[src/rtl/tmr_pkg.sv]
package tmr_pkg;
  localparam logic [2:0] MODE_CTC = 3'd2;

  typedef enum logic [1:0] {
    ACT_HOLD   = 2'd0,
    ACT_TOGGLE = 2'd1,
    ACT_LOW    = 2'd2,
    ACT_HIGH   = 2'd3
  } pin_act_e;

  localparam int unsigned FLAG_OVF = 0;
  localparam int unsigned FLAG_CMP = 1;
  localparam int unsigned N_FLAGS  = 2;
endpackage

[src/rtl/tmr_count.sv]
module tmr_count #(
  parameter int unsigned W = 8
) (
  input  logic         clk_i,
  input  logic         rst_ni,
  input  logic         tick_i,
  input  logic         ctc_i,
  input  logic         wr_cnt_i,
  input  logic         wr_cmp_i,
  input  logic [W-1:0] wr_data_i,
  output logic [W-1:0] cnt_o,
  output logic [W-1:0] cmp_o,
  output logic         match_o,
  output logic         wrap_o
);
  localparam logic [W-1:0] ONE = {{(W-1){1'b0}}, 1'b1};
  localparam logic [W-1:0] MAX = {W{1'b1}};

  logic [W-1:0] cnt_q, cmp_q;
  logic         blk_q;  // match blocked until first tick after counter write
  logic         adv;

  assign adv     = tick_i && !wr_cnt_i;
  assign match_o = adv && !blk_q && (cnt_q == cmp_q);
  assign wrap_o  = adv && (cnt_q == MAX);

  always_ff @(posedge clk_i or negedge rst_ni) begin
    if (!rst_ni) begin
      cnt_q <= '0;
      blk_q <= 1'b0;
    end else if (wr_cnt_i) begin
      cnt_q <= wr_data_i;
      blk_q <= 1'b1;
    end else if (tick_i) begin
      cnt_q <= (ctc_i && match_o) ? '0 : cnt_q + ONE;
      blk_q <= 1'b0;
    end
  end

  always_ff @(posedge clk_i or negedge rst_ni) begin
    if (!rst_ni)       cmp_q <= '0;
    else if (wr_cmp_i) cmp_q <= wr_data_i;
  end

  assign cnt_o = cnt_q;
  assign cmp_o = cmp_q;


  hold_chk: assert property (@(posedge clk_i) disable iff (!rst_ni)
    (!tick_i && !wr_cnt_i) |=> $stable(cnt_o));

  free_inc_chk: assert property (@(posedge clk_i) disable iff (!rst_ni)
    (tick_i && !wr_cnt_i && !ctc_i) |=> (cnt_o == $past(cnt_o) + ONE));

  ctc_clr_chk: assert property (@(posedge clk_i) disable iff (!rst_ni)
    (ctc_i && match_o) |=> (cnt_o == '0));

  wr_cnt_chk: assert property (@(posedge clk_i) disable iff (!rst_ni)
    wr_cnt_i |=> (cnt_o == $past(wr_data_i)));
endmodule

[src/rtl/tmr_flags.sv]
module tmr_flags #(
  parameter int unsigned N = 2
) (
  input  logic         clk_i,
  input  logic         rst_ni,
  input  logic [N-1:0] set_i,
  input  logic [N-1:0] clr_i,
  output logic [N-1:0] flag_o
);
  for (genvar i = 0; i < N; i++) begin : g_flag
    logic q;
    always_ff @(posedge clk_i or negedge rst_ni) begin
      if (!rst_ni) q <= 1'b0;
      else         q <= set_i[i] | (q & ~clr_i[i]);
    end
    assign flag_o[i] = q;


    set_wins_chk: assert property (@(posedge clk_i) disable iff (!rst_ni)
      set_i[i] |=> flag_o[i]);

    sticky_chk: assert property (@(posedge clk_i) disable iff (!rst_ni)
      (flag_o[i] && !clr_i[i]) |=> flag_o[i]);
  end
endmodule

[src/rtl/tmr_pin.sv]
module tmr_pin
  import tmr_pkg::*;
(
  input  logic     clk_i,
  input  logic     rst_ni,
  input  logic     match_i,
  input  pin_act_e act_i,
  output logic     pin_o
);
  logic pin_q;

  always_ff @(posedge clk_i or negedge rst_ni) begin
    if (!rst_ni) pin_q <= 1'b0;
    else if (match_i) begin
      unique case (act_i)
        ACT_HOLD:   pin_q <= pin_q;
        ACT_TOGGLE: pin_q <= ~pin_q;
        ACT_LOW:    pin_q <= 1'b0;
        ACT_HIGH:   pin_q <= 1'b1;
        default:    pin_q <= pin_q;
      endcase
    end
  end

  assign pin_o = pin_q;


  pin_idle_chk: assert property (@(posedge clk_i) disable iff (!rst_ni)
    !match_i |=> $stable(pin_o));

  pin_toggle_chk: assert property (@(posedge clk_i) disable iff (!rst_ni)
    (match_i && act_i == ACT_TOGGLE) |=> (pin_o != $past(pin_o)));
endmodule

[src/rtl/tmr_cc_top.sv]
module tmr_cc_top
  import tmr_pkg::*;
#(
  parameter int unsigned CNT_W = 8
) (
  input  logic               clk_i,
  input  logic               rst_ni,
  input  logic               tick_i,
  input  logic [2:0]         mode_i,
  input  logic [1:0]         out_act_i,
  input  logic               wr_en_i,
  input  logic               wr_sel_i,
  input  logic [CNT_W-1:0]   wr_data_i,
  input  logic [N_FLAGS-1:0] flag_clr_i,
  output logic [CNT_W-1:0]   cnt_o,
  output logic [CNT_W-1:0]   cmp_o,
  output logic [N_FLAGS-1:0] flag_o,
  output logic               pin_o
);
  logic wr_cnt, wr_cmp, ctc, match, wrap;
  logic [N_FLAGS-1:0] flag_set;

  assign wr_cnt = wr_en_i && !wr_sel_i;
  assign wr_cmp = wr_en_i &&  wr_sel_i;
  assign ctc    = (mode_i == MODE_CTC);

  tmr_count #(.W(CNT_W)) i_count (
    .clk_i, .rst_ni, .tick_i,
    .ctc_i     (ctc),
    .wr_cnt_i  (wr_cnt),
    .wr_cmp_i  (wr_cmp),
    .wr_data_i,
    .cnt_o,
    .cmp_o,
    .match_o   (match),
    .wrap_o    (wrap)
  );

  always_comb begin
    flag_set           = '0;
    flag_set[FLAG_OVF] = wrap;
    flag_set[FLAG_CMP] = match;
  end

  tmr_flags #(.N(N_FLAGS)) i_flags (
    .clk_i, .rst_ni,
    .set_i  (flag_set),
    .clr_i  (flag_clr_i),
    .flag_o
  );

  tmr_pin i_pin (
    .clk_i, .rst_ni,
    .match_i (match),
    .act_i   (pin_act_e'(out_act_i)),
    .pin_o
  );


  ovf_zero_chk: assert property (@(posedge clk_i) disable iff (!rst_ni)
    ($past(cnt_o) == '1 && $past(tick_i) && !$past(wr_en_i && !wr_sel_i)) |-> (flag_o[FLAG_OVF] && cnt_o == '0));

  wr_cmp_chk: assert property (@(posedge clk_i) disable iff (!rst_ni)
    wr_cmp |=> (cmp_o == $past(wr_data_i)));
endmodule

[config.mk]
export PLATFORM = sky130hd
export DESIGN_NAME = tmr_cc_top
export DESIGN_NICKNAME = d
export VERILOG_FILES = /design/src/rtl/tmr_pkg.sv /design/src/rtl/tmr_count.sv /design/src/rtl/tmr_flags.sv /design/src/rtl/tmr_pin.sv /design/src/rtl/tmr_cc_top.sv
export SDC_FILE = /design/constraint.sdc
export NUM_CORES = 1
export LEC_CHECK = 0
export CAP_MARGIN = 20
export CORE_ASPECT_RATIO = 1.4
export CORE_MARGIN = 5
export CORE_UTILIZATION = 40
export DETAILED_ROUTE_END_ITERATION = 8
export PLACE_DENSITY = 0.84
export SYNTH_ARGS = -nofsm -noshare
export SYNTH_HDL_FRONTEND = slang
export SYNTH_SLANG_ARGS = --single-unit
[constraint.sdc]
create_clock -name clk_i -period 4.3 [get_ports clk_i]
set_clock_uncertainty 0.15 [all_clocks]
set_input_delay 0.43 -clock clk_i [delete_from_list [all_inputs] [get_ports clk_i]]
set_output_delay 0.43 -clock clk_i [all_outputs]
set_load 0.05 [all_outputs]
==> summary.txt <==
Setup path
  – Register-to-register setup slack: between 2000 and 2500 ps
  – CP max stage delay: 860 ps
  – Number of buffers and inverters on the critical path: 1
  – Critical Path End Type: output pin
  – Required time reported for the critical path endpoint: approximately 3700 ps
  – Reg-to-reg endpoint: i_count.cnt_o[2]$_DFFE_PN0P_
  – Crit path kind: reg2out
  – Type of element launching the critical path: register
  – Number of cells on the critical path: 1
  – Top Family by Delay on Critical Path: buffers and inverters
  – Top fanout value on the critical path: 8
  – Data arrival time of the critical path: roughly 1700 ps
  – Start of the worst register-to-register path: i_count.cnt_o[6]$_DFFE_PN0P_
  – Depth of the most critical reg-to-reg path: 5
  – CP max-delay cell: sky130_fd_sc_hd__clkdlybuf4s50_1
  – Critical path cell sequence: clkdlybuf4s50_1

Cells and area
  – Sequential cell area in the final layout: roughly 500 um2
  – Final Instance Count excl. Fillers: around 190
  – Post-route cell area: between 1500 and 2000 um2
  – Diode count: 0
  – Multi-input logic area: about 580 um2
  – Final net count: 172
  – Syn-to-layout area delta: 38.25%
  – Commonest cells after routing, fill and taps aside: sky130_fd_sc_hd__clkdlybuf4s50_1, sky130_fd_sc_hd__dfrtp_1
  – Fraction of layout cells with a size suffix above 1: a little over a tenth
  – Leading cell type in the layout, fill and taps excluded: sky130_fd_sc_hd__clkdlybuf4s50_1
  – Filler cells: between 200 and 250

Global routing
  – Global-route wire length before repair: 4.788 mm
  – Largest net degree at the start of global routing: 21
  – Overall Global Routing Usage: between 10% and 20%
  – Number of antenna violations at the first check in global routing: 0
  – Via count of the first global-routing pass: around 1,100
  – Global route overflow: 0

Die
  – Placeable core region: 2670 um2
  – Area enclosed by the die boundary: 3999 um2
  – Width of the die: approximately 55 um
  – Initial core utilization: 42.27%
  – Floorplan die height: around 73 um
  – I/O pin total: 39
  – Count of standard-cell rows: 22

Clock tree
  – # H-tree levels: 1
  – Hold buffers post-CTS: 0
  – Root cell of the clock tree: sky130_fd_sc_hd__clkbuf_4
  – Number of buffers on the longest clock path: 2
  – TritonCTS clock tree: built
  – Number of cells upsized or downsized after cts: 0
  – Clock buffers created by TritonCTS: 3
  – Clock Sink Count: 20
  – Source-to-sink clock delay at the later pin of the worst-skew pair: 310 ps
  – Clock transition at the registers of the reported paths: between 100 and 150 ps
  – Setup bufs post-CTS: 0

Min path
  – Kind of path behind the tightest hold check: reg2reg
  – Launch instance of the worst min-delay path: i_count.blk_q$_DFFE_PN0P_
  – Worst hold path endpoint: i_count.blk_q$_DFFE_PN0P_
  – Number of cells on the worst hold path: 1

STA
  – Aggregate negative setup slack: 0 ps
  – Slew headroom: about two fifths
  – Unrepaired setup endpoints after global routing: no
  – Worst-Margin Slew: about 900 ps
  – Hold Slack: around 360 ps
  – Post-layout minimum cycle time: approximately 2200 ps
  – Count of pins over their slew limit: 0
  – Peak clock frequency supported by timing: 445.1 MHz
  – Period utilisation layout: between 50 and 60%
  – Count of final hold-check violations: 0
  – Final setup violating endpoints: 0

Detailed routing
  – Remaining number of nets flagged by the antenna check after routing: 0
  – Topmost layer with routed signal wires: met4
  – Count of routing violations after the opening detailed-route iteration: 21
  – Wire length on met2: between 1 and 1.5 mm
  – Detailed-route vias per instance: between 5 and 6
  – Number of remaining DRC errors: 0
  – Met3 routed WL: 121 um
  – Final wirelength: ~2.9 mm
  – Routed vias: roughly 1,000
  – Number of search-and-repair iterations in the first detailed-routing pass: 4
  – Met1 Wirelength: around 1.3 mm
  – WL per Instance: between 15 and 20 um

Logic synthesis
  – Number of distinct library cell variants in the gate-level netlist after synthesis: 35
  – Part of the Yosys area used for sequential elements: 44.35%
  – Post-synthesis cell count: 113
  – Nets in the synthesized netlist: ~130
  – Average size of a mapped cell: approximately 10 um2
  – Synthesized flop and latch total: 20
  – Cell area after technology mapping: 1129 um2
  – Yosys warning count: 0

Power and ir drop
  – Leakage power of the design: about 0.00065 uW
  – Total power divided by cell area: around 450 nW/um2
  – Max IR drop VDD: 0.2912 mV

Placed design
  – DP Area: around 1500 um2
  – Sum of net half-perimeters after detailed placement: approximately 2.1 mm
  – Placed insts: between 150 and 200
  – Count of buffers from port buffering: 38
  – Weighted congestion at the end of routability-driven global placement: 0.8285

Status
  – Run status: completed

Run
  – Max-Cap Viols: 0
synth_stat cells (all sizes together):
library cell  instances  share of area (%)
a21oi                 9                4.3
dfrtp                20                 44
o21bai                1               0.67
nand2b                2                1.1
o22ai                 1               0.55
nand4                 3                1.7
buf                   3                2.3
nor3                  1               0.44
nand4b                1               0.78
or3                   1               0.55
or4                   4                2.7
or2                   1               0.55
and3                  7                3.9
nand2                 5                1.7
and4                  1               0.78
inv                   4                1.3
a211o                 5                3.9
nor2b                 1               0.55
xor2                  8                6.2
a21o                  1               0.67
and2                  1               0.55
ha                    1                1.1
mux2                  8                8.0
nor4                  3                2.2
nand3b                2                1.3
clkbuf                3                1.0
o311ai                1               0.78
nor2                  5                1.7
nand3                 8                3.5
o21ai                 2               0.89
flip-flops by register name, summed over array words and instances, names as in the netlist:
| signal | count |
|---|---|
| i_count.cnt_o | 8 |
| i_count.cmp_o | 8 |
| i_flags.g_flag.q | 2 |
| i_pin.pin_o | 1 |
| i_count.blk_q | 1 |
metrics by stage:
| step | power (uW) | utilization, % | worst slack (ps) |
|---|---|---|---|
| floorplan | 475.9 | - | 2144 |
| global placement | 586.5 | 57.08 | 1993 |
| detailed placement | 593.0 | 57.08 | 1933 |
| CTS | 707.2 | 58.43 | 2044 |
| global route | 746.0 | 58.43 | 1971 |
| finish | 703.6 | 58.43 | 2053 |
worst reg2reg max path: cells and delay by family, from the launching register on:
| kind | cells | cell delay [ps] |
|---|---|---|
| simple gates | 2 | 730 |
| xor+xnor | 1 | 200 |
| compound gates | 2 | 380 |
| flops | 1 | 480 |
metal layers:
layer,vias up,GRT usage (%)
li1,490,-
met2,33,26.18
met3,7,3.067
met1,483,19.67
met4,0,7.027
met5,-,0
area by class of cell:
class                      instances  area share (%)
clock buffer                       4           2.326
inverter                           4          0.9623
multi-input combinational         83           36.89
sequential                        20           32.08
tap                               36           2.887
timing repair buffer              39           24.86
worst max path at each step:
| stage | to | startpoint | slack, ps |
|---|---|---|---|
| global route | cnt_o[2] | i_count.cnt_o[2]$_DFFE_PN0P_ | 1970 |
| global placement | i_count.cnt_o[4]$_DFFE_PN0P_ | wr_en_i | 1990 |
| finish | cnt_o[2] | i_count.cnt_o[2]$_DFFE_PN0P_ | 2050 |
| floorplan | i_count.cnt_o[6]$_DFFE_PN0P_ | i_count.cnt_o[0]$_DFFE_PN0P_ | 2140 |
| detailed placement | i_count.cnt_o[6]$_DFFE_PN0P_ | wr_en_i | 1930 |
| CTS | cnt_o[6] | i_count.cnt_o[6]$_DFFE_PN0P_ | 2040 |
cells by family (layout without fill, tap and decap cells):
family	Yosys count	after routing	share of synthesized area [%]
XOR/XNOR	8	8	6.209
adder cells (fa/ha/maj)	1	1	1.108
multiplexers	8	8	7.983
buffers and inverters	10	47	4.655
AND/OR/NAND/NOR	46	46	23.95
AO/OA/AOI/OAI	20	20	11.75
flip-flops	20	20	44.35
where the power goes:
part | switching, uW | internal [uW] | total, uW
Clock | 60.8 | 51.7 | 113
Sequential | 49.0 | 220 | 269
Combinational | 193 | 130 | 322
Total | 303 | 401 | 704
(Power assumes the default switching activity.)
